File: src/rtl/bcu_pkg.sv
// Package: shared operation codes and decode helpers for the branch and
// set-compare resolver. Assumes a 4-bit operation code supplied by decode.
package bcu_pkg;

    localparam int OP_W = 4;

    typedef enum logic [OP_W-1:0] {
        OP_NOP    = 4'd0,
        OP_BEQ    = 4'd1,
        OP_BNE    = 4'd2,
        OP_BLEZ   = 4'd3,
        OP_BGTZ   = 4'd4,
        OP_BLTZ   = 4'd5,
        OP_BGEZ   = 4'd6,
        OP_BLTZL  = 4'd7,
        OP_BGEZL  = 4'd8,
        OP_JLINK  = 4'd9,
        OP_JREG   = 4'd10,
        OP_SLT    = 4'd11,
        OP_SLTU   = 4'd12,
        OP_SLTI   = 4'd13,
        OP_SLTIU  = 4'd14
    } bcu_op_e;

    // PC-relative branch using the immediate as offset
    function automatic logic is_rel_branch(input logic [OP_W-1:0] op);
        return (op >= OP_BEQ) && (op <= OP_BGEZL);
    endfunction

    // Operation requests a register-31 write
    function automatic logic is_link(input logic [OP_W-1:0] op);
        return (op == OP_BLTZL) || (op == OP_BGEZL) || (op == OP_JLINK);
    endfunction

    // Operation writes a compare result
    function automatic logic is_set(input logic [OP_W-1:0] op);
        return (op >= OP_SLT) && (op <= OP_SLTIU);
    endfunction

endpackage

File: src/rtl/bcu_target.sv
// Module: computes PC+4 and the transfer target for every control op.
// Assumes XLEN > JIDX_W + 2 so the jump keeps some upper PC bits.
module bcu_target
    import bcu_pkg::*;
#(
    parameter int XLEN   = 32,
    parameter int IMM_W  = 16,
    parameter int JIDX_W = 26
) (
    input  logic [OP_W-1:0]   op,
    input  logic [XLEN-1:0]   pc,
    input  logic [XLEN-1:0]   rs,
    input  logic [IMM_W-1:0]  imm,
    input  logic [JIDX_W-1:0] jidx,
    output logic [XLEN-1:0]   pc_next,
    output logic [XLEN-1:0]   target
);
    localparam int ALIGN  = 2;
    localparam int KEEP_W = XLEN - JIDX_W - ALIGN;

    logic [XLEN-1:0] imm_sx;
    logic [XLEN-1:0] rel_tgt;
    logic [XLEN-1:0] abs_tgt;

    // Purpose: sequential address, scaled offset and both target forms
    always_comb begin
        pc_next = pc + XLEN'(4);
        imm_sx  = {{(XLEN-IMM_W){imm[IMM_W-1]}}, imm};
        rel_tgt = pc_next + (imm_sx << ALIGN);
        abs_tgt = {pc_next[XLEN-1 -: KEEP_W], jidx, {ALIGN{1'b0}}};
    end

    // Purpose: pick the target that belongs to the operation
    always_comb begin
        if (is_rel_branch(op)) begin
            target = rel_tgt;
        end else if (op == OP_JLINK) begin
            target = abs_tgt;
        end else if (op == OP_JREG) begin
            target = rs;
        end else begin
            target = '0;
        end
    end
endmodule

File: src/rtl/bcu_cond.sv
// Module: evaluates whether a control op leaves the sequential path.
// Assumes rs and rt are two's complement values; non-control ops give 0.
module bcu_cond
    import bcu_pkg::*;
#(
    parameter int XLEN = 32
) (
    input  logic [OP_W-1:0] op,
    input  logic [XLEN-1:0] rs,
    input  logic [XLEN-1:0] rt,
    output logic            take
);
    logic same;
    logic neg;
    logic zero;

    // Purpose: primitive comparisons shared by all conditions
    always_comb begin
        same = (rs == rt);
        neg  = rs[XLEN-1];
        zero = (rs == '0);
    end

    // Purpose: map the operation to its condition
    always_comb begin
        unique case (op)
            OP_BEQ:              take = same;
            OP_BNE:              take = !same;
            OP_BLEZ:             take = neg || zero;
            OP_BGTZ:             take = !neg && !zero;
            OP_BLTZ, OP_BLTZL:   take = neg;
            OP_BGEZ, OP_BGEZL:   take = !neg;
            OP_JLINK, OP_JREG:   take = 1'b1;
            default:             take = 1'b0;
        endcase
    end
endmodule

File: src/rtl/bcu_setcmp.sv
// Module: set-on-less-than in signed and unsigned, register and immediate
// forms. Assumes the immediate is always sign-extended, also for unsigned.
module bcu_setcmp
    import bcu_pkg::*;
#(
    parameter int XLEN  = 32,
    parameter int IMM_W = 16
) (
    input  logic [OP_W-1:0]  op,
    input  logic [XLEN-1:0]  rs,
    input  logic [XLEN-1:0]  rt,
    input  logic [IMM_W-1:0] imm,
    output logic             lt
);
    logic [XLEN-1:0] rhs;
    logic            uns;

    // Purpose: choose the right-hand operand and the number system
    always_comb begin
        if ((op == OP_SLTI) || (op == OP_SLTIU)) begin
            rhs = {{(XLEN-IMM_W){imm[IMM_W-1]}}, imm};
        end else begin
            rhs = rt;
        end
        uns = (op == OP_SLTU) || (op == OP_SLTIU);
    end

    // Purpose: single less-than compare in the selected number system
    always_comb begin
        if (uns) begin
            lt = (rs < rhs);
        end else begin
            lt = ($signed(rs) < $signed(rhs));
        end
    end
endmodule

File: src/rtl/bcu_top.sv
// Module: top of the branch and set-compare resolver. Combines the
// condition, target and compare units and registers all results once.
// Assumes one operation per cycle, qualified by valid_i.
module bcu_top
    import bcu_pkg::*;
#(
    parameter int XLEN     = 32,
    parameter int IMM_W    = 16,
    parameter int JIDX_W   = 26,
    parameter int RD_W     = 5,
    parameter int LINK_REG = 31
) (
    input  logic              clk,
    input  logic              rst_n,
    input  logic              valid_i,
    input  logic [3:0]        op_i,
    input  logic [XLEN-1:0]   rs_i,
    input  logic [XLEN-1:0]   rt_i,
    input  logic [IMM_W-1:0]  imm_i,
    input  logic [JIDX_W-1:0] jidx_i,
    input  logic [XLEN-1:0]   pc_i,
    output logic              valid_o,
    output logic              taken_o,
    output logic [XLEN-1:0]   target_o,
    output logic              link_we_o,
    output logic [XLEN-1:0]   link_data_o,
    output logic [RD_W-1:0]   link_rd_o,
    output logic              set_we_o,
    output logic [XLEN-1:0]   set_val_o
);
    localparam logic [RD_W-1:0] LINK_IDX = RD_W'(LINK_REG);

    logic [XLEN-1:0] pc_next;
    logic [XLEN-1:0] tgt;
    logic            take;
    logic            lt;
    logic            do_link;
    logic            do_set;

    bcu_target #(.XLEN(XLEN), .IMM_W(IMM_W), .JIDX_W(JIDX_W)) u_target (
        .op      (op_i),
        .pc      (pc_i),
        .rs      (rs_i),
        .imm     (imm_i),
        .jidx    (jidx_i),
        .pc_next (pc_next),
        .target  (tgt)
    );

    bcu_cond #(.XLEN(XLEN)) u_cond (
        .op   (op_i),
        .rs   (rs_i),
        .rt   (rt_i),
        .take (take)
    );

    bcu_setcmp #(.XLEN(XLEN), .IMM_W(IMM_W)) u_setcmp (
        .op  (op_i),
        .rs  (rs_i),
        .rt  (rt_i),
        .imm (imm_i),
        .lt  (lt)
    );

    // Purpose: qualify link and set requests with the input valid
    always_comb begin
        do_link = valid_i && is_link(op_i);
        do_set  = valid_i && is_set(op_i);
    end

    // Purpose: result register stage with synchronous active-low reset
    always_ff @(posedge clk) begin
        if (!rst_n) begin
            valid_o     <= 1'b0;
            taken_o     <= 1'b0;
            target_o    <= '0;
            link_we_o   <= 1'b0;
            link_data_o <= '0;
            link_rd_o   <= '0;
            set_we_o    <= 1'b0;
            set_val_o   <= '0;
        end else begin
            valid_o     <= valid_i;
            taken_o     <= valid_i && take;
            target_o    <= valid_i ? tgt : '0;
            link_we_o   <= do_link;
            link_data_o <= do_link ? pc_next : '0;
            link_rd_o   <= do_link ? LINK_IDX : '0;
            set_we_o    <= do_set;
            set_val_o   <= do_set ? XLEN'(lt) : '0;
        end
    end
endmodule

File: config.mk
export PLATFORM = sky130hd
export DESIGN_NAME = bcu_top
export DESIGN_NICKNAME = d
export VERILOG_FILES = /design/src/rtl/bcu_pkg.sv /design/src/rtl/bcu_target.sv /design/src/rtl/bcu_cond.sv /design/src/rtl/bcu_setcmp.sv /design/src/rtl/bcu_top.sv
export SDC_FILE = /design/constraint.sdc
export NUM_CORES = 1
export LEC_CHECK = 0
export ABC_AREA = 1
export CORE_AREA = 2 2 133 135
export DETAILED_ROUTE_END_ITERATION = 10
export DIE_AREA = 0 0 135 137
export DONT_BUFFER_PORTS = 1
export PLACE_DENSITY = 0.6
export REMOVE_ABC_BUFFERS = 1
export SYNTH_ARGS = -nofsm -noshare
export SYNTH_HDL_FRONTEND = slang
export SYNTH_HIERARCHICAL = 1
export SYNTH_SLANG_ARGS = --single-unit
File: constraint.sdc
create_clock -name clk -period 4.35 [get_ports clk]
set_input_delay 0.87 -clock clk [delete_from_list [all_inputs] [get_ports clk]]
set_output_delay 0.87 -clock clk [all_outputs]
set_load 0.01 [all_outputs]
After elaboration in Yosys (flattened, before gate mapping)
Index checks and enable logic that the tools add are counted.

Register bits after elaboration: 105. Bits of input ports: 145.

Order comparisons: 6. Equality and inequality tests: 14. Reductions and logical operators: 21. Muxes and demuxes: 7. Add/sub/neg operators: 2.

Operators with widths (count): $mux 32 (4); $lt 32x32->1 (2); $add 32x3->32 const B (1); $add 32x32->32 (1); $eq 32x32->1 (1); $logic_not 32->1 (1); $eq 4x4->1 const B (6); $eq 4x3->1 const B (4); $eq 4x2->1 const B (2); $le 4x4->1 const B (2); $pmux 1 s7 (1); $logic_and 1x1->1 (6); $reduce_and 2->1 (3); $reduce_or 2->1 (3); $logic_or 1x1->1 (5); $mux 5 (1); $eq 4x1->1 const B (1); $ge 4x1->1 const B (1); $ge 4x4->1 const B (1); $logic_not 1->1 (3); $mux 1 (1).

Longest topological paths before layout
Gate-level depths: netlist of run 1.

Depth after elaboration: 5. Gate-level depth with buffers: 23. Gate-level depth less buffers: 23.

Hierarchy
Netlist of run 1, hierarchy kept.

By module, submodules not included: bcu_target (cells each 657, times used 1, sequential area each 0.0 um^2, area an instance 3319.4 um^2); bcu_top (cells each 262, times used 1, sequential area each 1381.3 um^2, area an instance 2503.7 um^2); bcu_setcmp (cells each 143, times used 1, sequential area each 0.0 um^2, area an instance 1007.2 um^2); bcu_cond (cells each 159, times used 1, sequential area each 0.0 um^2, area an instance 774.5 um^2).

Worst setup path before layout of run 1
OpenSTA, ideal clock, no wires.

Path kind: input to register. Start point: in pc_i[2]. End point: reg target_o[28]. Cell stages on the path: 21. Data arrival time: 3199 ps. Path buffers: 0. Setup time: 116 ps. Setup slack: 1036 ps. Cell sequence: ha_1 > inv_1 > nor3_4 > nand3b_2 > or2_4 > nor2_4 > nand2_1 > xor2_1 > inv_1 > ha_1 > nand2_1 > nor2_1 > nand2_1 > nor3_1 > nand2_1 > nand2_1 > nand2_1 > nand3_1 > nand2_1 > inv_1 > nor2_1.

Longest elaborated chain between the ends: 3. Elaborated cells between the ends (all ways): 4. Those cells by class: add/sub (2); mux (2).

Ends and longest elaborated chain: start, declared (RTL line bcu_top.sv:21) `input logic [XLEN-1:0] pc_i,`; $add 32x3->32 (RTL line bcu_target.sv:27) `pc_next = pc + XLEN'(4);`; via pc_next[24] (RTL line bcu_top.sv:33) `logic [XLEN-1:0] pc_next;`; $add 32x32->32 (RTL line bcu_target.sv:29) `rel_tgt = pc_next + (imm_sx << ALIGN);`; $mux 32 (RTL line bcu_target.sv:35) `if (is_rel_branch(op)) begin`; via tgt[28] (RTL line bcu_top.sv:34) `logic [XLEN-1:0] tgt;`; end signal, assigned (RTL line bcu_top.sv:85) `target_o <= valid_i ? tgt : '0;`; end, declared (RTL line bcu_top.sv:24) `output logic [XLEN-1:0] target_o,`.

The timed path passes the listed nets, and every way through them passes these cells. A chain may end at the register's enable or synchronous reset.

Worst setup path in the final report of run 1
Start point: in pc_i[2]. End point: reg target_o[29].

Same word-level chain as after synthesis.

==> out/results.tsv, run 1 <==
metric	value	unit
mapped cell area	7600	µm²
sequential share of power	32.2	%
Via density	5.03	
DRT iter0 DRCs	549	
status	finished clean	
Pwr Density	268	nW/µm²
clock power share	36.7	%
Post-synth top flop	dfxtp_1	
DR WL/cell	17.0	µm
Initial DRT Pass Iterations	5	
VDD IR max	0.196	mV
RSZ-0062 raised after global routing	false	
largest cells by area after synthesis	dfxtp_1 18%, nand2_1 17%, ha_1 10%, inv_1 9.6%, nor2_1 6.4%	
switching share of total power	36.0	%
synthesized instance count	1221	
final instance area	7930	µm²
Worst-Margin Slew	0.960	ns
MaxCap Viol Count	0	
DRC	0	
pin count of the biggest net entering global routing	35	
antenna cells	0	
gr ovfl total	0	
Initial Util	44.6	%
IO Count	250	
number of synthesized flops with an enable pin	0	
Crit. End Element	register	
Synth Register Bits	69	
CTS Buffer Depth	2	
# port buffers	0	
syn_area_per_cell	6.23	µm²
Tot GR Track Use	26.5	%
CP Class	primary input to register	
setup violators final	0	
total wire length	24.5	mm
Max Clock Freq	286	MHz
Die Width	135	µm
part of the power in combinational logic	31.1	%
arrival time worst endpoint	3.77	ns
CTS tree	yes	
vias in the first global route	6824	
hold violation count in the final report	0	
vias	7232	
CP max FO	6	
WP data required	4.63	ns
worst min path class	primary input to register	
dominant cell type by area after synthesis	dfxtp_1	
Fin Setup TNS	0	ns
Yosys cell types	48	
initial antenna violation count	0	
fin nets	1416	
startpoint type of the worst setup path	primary input	
CTS buffer count	9	
post-CTS setup buffers	0	
FP Rows	48	
synthesis warning total	6	
core area	17100	µm²
Tmin final	3.50	ns
CTS Root Cell	clkbuf_16	
die area	18500	µm²
Slew Limit Fails	0	
share of layout cells above drive strength 1	6.93	%
Hold Buf Count CTS	0	
Psw	0.764	mW
Lkg Pwr	4.11	nW
first-pass GRT wire length	37.2	mm
clk sinks	69	
P_int	1.36	mW
routability cong.	0.954	
H-tree depth	3	
top-area cell type share of the netlist area	18.2	%
Max-slew headroom	35.7	%
placed cell area	7620	µm²
Vert. Die Dim	137	µm
period utilisation layout	80.4	%
post-DP HPWL	20.1	mm
post_cts resized	0	
sequential element share of the synthesized area	18.2	%
FFs w/ async S/R, synth	0	%
Layout area overhead	4.23	%
Worst-path clk slew	0.06	ns
Antenna Violating Nets Remaining	0	
## power groups by stage
stage | clock, mW | combinational [mW] | sequential (mW)
6_report | 0.779 | 0.662 | 0.684
4_1_cts | 0.801 | 0.658 | 0.685
5_1_grt | 0.826 | 0.757 | 0.686
2_1_floorplan | 0 | 0.504 | 0.694
3_5_place_dp | 0 | 0.653 | 0.699
3_3_place_gp | 0 | 0.653 | 0.699
## sequential cells by signal, indices dropped and copies added, names as in the netlist
signal and count:
link_rd_o 1, link_data_o 32, set_val_o 1, taken_o 1, target_o 32, valid_o 1, set_we_o 1
## cell usage in the layout, fill, tap and decap left out, types with 9 or more instances in the layout
master,count
inv_1,194
mux2i_1,14
o21ai_0,27
nor3_2,31
ha_1,63
a22o_1,12
xor2_1,24
dfxtp_1,69
xnor2_1,41
nor3_1,19
nor2_1,129
nand4_1,15
nand2_1,353
clkbuf_16,9
nand3_1,58
a21oi_1,48
conb_1,31
## layout make-up
| cell class | count | area [µm²] |
|---|---|---|
| fillers | 1891 | 9130 |
| multi-input cells | 920 | 5160 |
| flip-flops and latches | 69 | 1380 |
| inverters | 203 | 762 |
| well taps | 225 | 282 |
| clock buffers | 10 | 239 |
| clock inverters | 6 | 71.3 |
| repair buffers | 4 | 30.0 |
## kinds of logic after synthesis
| logic type | synth area share [%] |
|---|---|
| AOI/OAI and AO/OA | 8.47 |
| xor gates and xnor gates | 7.60 |
| adders and majority gates | 10.6 |
| buffers and inverters | 15.6 |
| DFF | 18.2 |
| muxes | 1.84 |
| other | 0.0493 |
| and+or+nand+nor | 37.6 |
## per-stage QoR
step	power (mW)	setup slack, ns	utilization [%]	instances	hold WS [ns]
after floorplan	1.20	0.983	-	1192	1.00
after global placement	1.35	0.477	44.7	1421	1.00
after detailed placement	1.35	0.548	44.7	1421	1.00
after CTS	2.14	0.907	46.5	1437	0.633
after global routing	2.27	0.471	46.5	1437	0.640
final	2.12	0.854	46.5	1437	0.638
## worst paths after layout
check / start / end / slack, ns / cells after the start
min: pc_i[0] / link_data_o[0] / 0.64 / 2
max: pc_i[2] / target_o[29] / 0.85 / 22
## worst max-delay path, stage by stage
cell and delay (ns):
ha_1 0.17, inv_1 0.10, nor3_4 0.27, nand3b_2 0.12, or2_4 0.27, nor2_4 0.10
nand2_1 0.08, xor2_1 0.14, inv_1 0.07, ha_1 0.43, nand2_1 0.12, nor2_1 0.28
nand2_1 0.14, nor2_1 0.12, nand2_1 0.10, nand2_1 0.09, nand2_1 0.05, nand2_1 0.05
nand2_1 0.04, nand2_1 0.07, inv_1 0.04, nor2_1 0.08
## cell usage after synthesis (3+ instances only)
cell,n
nor3_1,20
and2_1,5
xor2_1,25
o21bai_1,7
inv_1,194
buf_4,38
dfxtp_1,69
nand3_1,58
o211ai_1,3
inv_2,8
nand4_1,15
mux2i_1,14
xnor2_1,41
nor2_1,129
a21oi_1,48
nor2_4,4
nor3_2,30
ha_1,63
nor2_2,4
buf_2,7
nand2_2,5
clkbuf_1,7
a22o_1,12
buf_6,7
o21ai_0,27
nand2_1,353
## layer usage
metal	wire length, µm	up-vias	track usage (%)
met5	0	-	0
met4	682	0	8.74
met3	2100	47	7.37
met2	11900	274	45.9
met1	9850	3186	31.5
li1	-	3725	-
Note: power is estimated with default switching activity, not from simulation.
==> run 2: changes to the inputs <==
Clock period 4.35 ns to 3.46 ns, I/O delays scaled along.
==> out/results.tsv, run 2 (synthesis gave the netlist of run 1 again) <==
metric	value	unit
antenna cells	0	
CTS Root Cell	clkbuf_16	
CTS tree	yes	
IO Count	250	
Tmin final	3.18	ns
pin count of the biggest net entering global routing	35	
vias	7335	
Setup WS post-layout	0.275	ns
DRT iter0 DRCs	438	
Crit. End Element	register	
Die Width	135	µm
first-pass GRT wire length	38.3	mm
RSZ-0062 raised after global routing	false	
Non-Filler Instances	1466	
vias in the first global route	7077	
Worst-Margin Slew	0.643	ns
MaxCap Viol Count	0	
pre-CTS setup slack	-0.0503	ns
Antenna Violating Nets Remaining	0	
startpoint type of the worst setup path	primary input	
CP Class	primary input to register	
die area	18500	µm²
Worst-path clk slew	0.06	ns
DR WL/cell	17.0	µm
arrival time worst endpoint	3.46	ns
total power draw	2.72	mW
Final Hold Slack	0.461	ns
crit path max-delay cell type	ha_1	
post-CTS setup buffers	0	
total wire length	24.9	mm
routability cong.	0.926	
clk sinks	69	
commonest non-fill, non-tap cell in the layout	nand2_1	
Initial DRT Pass Iterations	5	
Initial Util	44.6	%
# port buffers	0	
CTS Buffer Depth	2	
Cells after DPL	1450	
FP Rows	48	
final core occ	47.8	%
CP max FO	6	
Max Clock Freq	314	MHz
status	finished clean	
Crit path largest cell delay	0.40	ns
crit-path cells	nand2_1, nor2_1, nand2_1, nor2_1, nand3_1, nor4_2, xnor2_1, inv_1, ha_1, nand2_1, nor3_1, inv_1, nor3_1, nand2_1, nand3_1, nand2_1, nand2_1, nand2_1, nand2_1, inv_1, nor2_1	
hold violation count in the final report	0	
Vert. Die Dim	137	µm
share of layout cells above drive strength 1	9.19	%
setup violators final	0	
Max-slew headroom	57.1	%
Worst path top cell family by delay	simple AND/OR/NAND/NOR gates	
core area	17100	µm²
Fin Setup TNS	0	ns
most frequent cells in the layout	353 x nand2_1, 194 x inv_1, 128 x nor2_1	
WHS Path Cells	2	
initial antenna violation count	0	
Tot GR Track Use	27.0	%
Worst Path Buf+Inv	3	
final instance area	8150	µm²
cell mode on critical path	nand2_1	
H-tree depth	3	
Pwr Density	334	nW/µm²
period utilisation layout	92.0	%
largest registers	link_data_o x32, target_o x32	
VDD IR max	0.237	mV
DRC	0	
Lkg Pwr	4.24	nW
WP data required	3.74	ns
placed cell area	7830	µm²
post-DP HPWL	20.5	mm
path length in cells of the critical path	21	
Via density	5.00	
worst min path class	primary input to register	
Slew Limit Fails	0	
CTS buffer count	9	
fin nets	1445	
Layout area overhead	7.11	%
gr ovfl total	0	
## run 2: cell types whose count changed in the layout (fill, tap and decap cells not counted)
cell        before  now
buf_4            4   33
clkinv_4         2    0
clkinvlp_4       2    3
inv_6            1    2
nor2_1         129  128
nor2_2           4    5
## run 2: worst paths after layout
path | startpoint | end | slack, ns
min | pc_i[1] | link_data_o[1] | 0.46
max | pc_i[6] | target_o[31] | 0.28
## run 2: area by class of cell
cell class / count / area (µm²)
Sequential cell: 69 / 1380
Clock inverter: 6 / 70.1
Timing Repair Buffer: 33 / 248
Fill cell: 1881 / 8910
Clock buffer: 10 / 239
Multi-Input combinational cell: 920 / 5160
Tap cell: 225 / 282
Inverter: 203 / 762
## run 2: metal layers
layer  GRT usage (%)  wire length, µm  vias up
li1                -                -     3781
met1            32.6            10100     3239
met2            45.6            11700      268
met3            6.63             2080       47
met4            12.0              964        0
met5               0                0        -
## run 2: report_power, final
part / switching (mW) / internal [mW]
clock network: 0.412 / 0.584
registers: 0.0320 / 0.828
logic: 0.543 / 0.325
total: 0.987 / 1.74
## run 2: timing repair
| action | in CTS | in global routing |
|---|---|---|
| gates resized for setup | 0 | 1 |
| endpoints found under the hold margin | 0 | 0 |
| endpoints found under the setup margin | 0 | 1 |
| hold buffers | 0 | 0 |
==> run 3: changes to the inputs <==
Settings changed: CORE_AREA 2 2 133 135 to 2 2 141 143, DIE_AREA 0 0 135 137 to 0 0 143 145, GPL_ROUTABILITY_DRIVEN from default to 1, PLACE_DENSITY 0.6 to 0.5, SYNTH_HIERARCHICAL 1 to default.
==> out/results.tsv, run 3 <==
metric	value	unit
status	finished clean	
Worst-Margin Slew	0.966	ns
clk sinks	69	
H-tree depth	3	
period utilisation layout	92.8	%
Cells after DPL	1335	
CTS Buffer Depth	2	
switching share of total power	33.6	%
Psw	0.872	mW
Layout area overhead	16.3	%
routability cong.	0.848	
sequential share of power	32.8	%
Slew Limit Fails	0	
Initial Util	34.6	%
syn_area_per_cell	6.50	µm²
largest registers	link_data_o x32, target_o x32	
commonest non-fill, non-tap cell in the layout	nand2_1	
FFs w/ async S/R, synth	0	%
final core occ	40.3	%
clock power share	37.1	%
Lkg Pwr	3.59	nW
DRT iter0 DRCs	401	
P_int	1.72	mW
cell mode on critical path	nand2_1	
crit-path cells	ha_1, nand2_1, inv_2, nand2_1, nor2_2, inv_2, nor2_4, nand4_1, nor2_2, nand4_1, xor2_1, inv_1, ha_1, nand2_1, nor2_2, inv_1, nor2_1, nand4_1, nand3_2, xor2_1, nand2_1, a31oi_1	
VDD IR max	0.212	mV
vias	6778	
Yosys cell types	53	
number of synthesized flops with an enable pin	0	
Worst Path Buf+Inv	4	
startpoint type of the worst setup path	primary input	
setup violators final	0	
hold violation count in the final report	0	
DRC	0	
CP startpoint	pc_i[2]	
arrival time worst endpoint	3.48	ns
IO Count	250	
pin count of the biggest net entering global routing	28	
gr ovfl total	0	
Worst-path clk slew	0.06	ns
Max-slew headroom	35.5	%
DR WL/cell	16.9	µm
worst min path class	primary input to register	
antenna cells	0	
WP data required	3.73	ns
# port buffers	0	
Final Hold Slack	0.406	ns
Pwr Density	335	nW/µm²
Die Width	143	µm
total wire length	23.0	mm
crit path max-delay cell type	ha_1	
Post-synth top flop	dfxtp_1	
CP Class	primary input to register	
core area	19200	µm²
Fin Setup TNS	0	ns
Synth Register Bits	69	
CTS tree	yes	
die area	20700	µm²
post-DP HPWL	19.1	mm
synthesis warning total	0	
Tot GR Track Use	21.9	%
Tmin final	3.21	ns
fin nets	1294	
MaxCap Viol Count	0	
Crit. End Element	register	
CTS Root Cell	clkbuf_16	
WHS Path Cells	1	
hold path endpoint	link_data_o[2]	
Worst path top cell family by delay	simple AND/OR/NAND/NOR gates	
part of the power in combinational logic	30.1	%
Crit path largest cell delay	0.31	ns
sequential element share of the synthesized area	20.8	%
Via density	5.00	
hold path start	pc_i[2]	
share of layout cells above drive strength 1	14.2	%
largest cells by area after synthesis	dfxtp_1 21%, nand2_1 13%, ha_1 12%, inv_1 7.0%, a21oi_1 5.9%	
Non-Filler Instances	1355	
first-pass GRT wire length	35.1	mm
initial antenna violation count	0	
FP Rows	51	
vias in the first global route	6682	
synthesized instance count	1023	
top-area cell type share of the netlist area	20.8	%
Vert. Die Dim	145	µm
dominant cell type by area after synthesis	dfxtp_1	
mapped cell area	6650	µm²
Max Clock Freq	311	MHz
Antenna Violating Nets Remaining	0	
total power draw	2.59	mW
CTS buffer count	9	
Commonest cells post-synth	222 x nand2_1, 124 x inv_1, 103 x nor2_1	
Initial DRT Pass Iterations	4	
CP max FO	3	
most frequent cells in the layout	219 x nand2_1, 124 x inv_1, 94 x nor2_1	
most common cell in the synthesized netlist	nand2_1	
run 3: cell types whose count changed after synthesis, sizes merged, moves of 11 or more:
| cell | before | now |
|---|---|---|
| or2 | 5 | 17 |
| nand2 | 360 | 224 |
| nor3 | 51 | 25 |
| nor4 | 1 | 12 |
| nand3 | 59 | 36 |
| nor2 | 137 | 111 |
| o21ai | 30 | 67 |
| a31oi | 1 | 14 |
| inv | 202 | 131 |
| xnor2 | 41 | 13 |
| a21oi | 48 | 79 |
run 3: worst max path at each step:
| stage | endpoint | slack (ns) | cells past startpoint |
|---|---|---|---|
| detailed placement | target_o[31] | -0.30 | 26 |
| global route | target_o[31] | -0.03 | 26 |
| finish | target_o[21] | 0.25 | 22 |
| floorplan | set_val_o[0] | 0.02 | 18 |
| CTS | target_o[31] | 0.05 | 26 |
| global placement | target_o[31] | -0.25 | 26 |
run 3: cells by family (layout without fill, tap and decap cells):
family	count (synthesis)	in the layout	synth area share [%]
and+or+nand+nor	448	448	29.7
AOI/OAI and AO/OA	203	203	17.6
buffers and inverters	185	222	12.6
DFF	69	69	20.8
adders and majority gates	64	64	12.2
xor gates and xnor gates	45	45	5.93
muxes	8	8	1.20
other	1	31	0.0564
run 3: through the flow:
stage / area [µm²] / worst slack (ns)
finish: 7740 / 0.249
global route: 7740 / -0.0297
CTS: 7580 / 0.0475
detailed placement: 7280 / -0.302
global placement: 7280 / -0.249
floorplan: 6430 / 0.0162
run 3: final cells by class:
cell class,count,area [µm²]
Multi-Input combinational cell,799,4680
Sequential cell,69,1380
Fill cell,2105,11500
Clock inverter,6,62.6
Clock buffer,10,239
Inverter,133,499
Tap cell,265,332
Timing Repair Buffer,73,548
run 3: metal layers:
layer | vias to the layer above | GRT usage (%) | part of all wire (%)
met5 | - | 0 | 0
met1 | 3046 | 28.1 | 45
met4 | 0 | 6.83 | 2.0
li1 | 3468 | - | -
met2 | 236 | 35.3 | 44
met3 | 28 | 6.50 | 8.9
run 3: power groups by stage:
stage | logic, mW | registers (mW) | clock network [mW]
after floorplan | 0.511 | 0.863 | 0
after global placement | 0.750 | 0.869 | 0
after detailed placement | 0.753 | 0.868 | 0
after CTS | 0.758 | 0.851 | 0.987
after global routing | 0.885 | 0.853 | 1.02
final | 0.781 | 0.850 | 0.961
run 3: timing repair:
action / 4_1_cts / 5_1_grt
endpoints found under the setup margin: 0 / 15
hold buffers: 0 / 0
gates resized for setup: 0 / 32
setup buffers: 0 / 4
endpoints found under the hold margin: 0 / 0
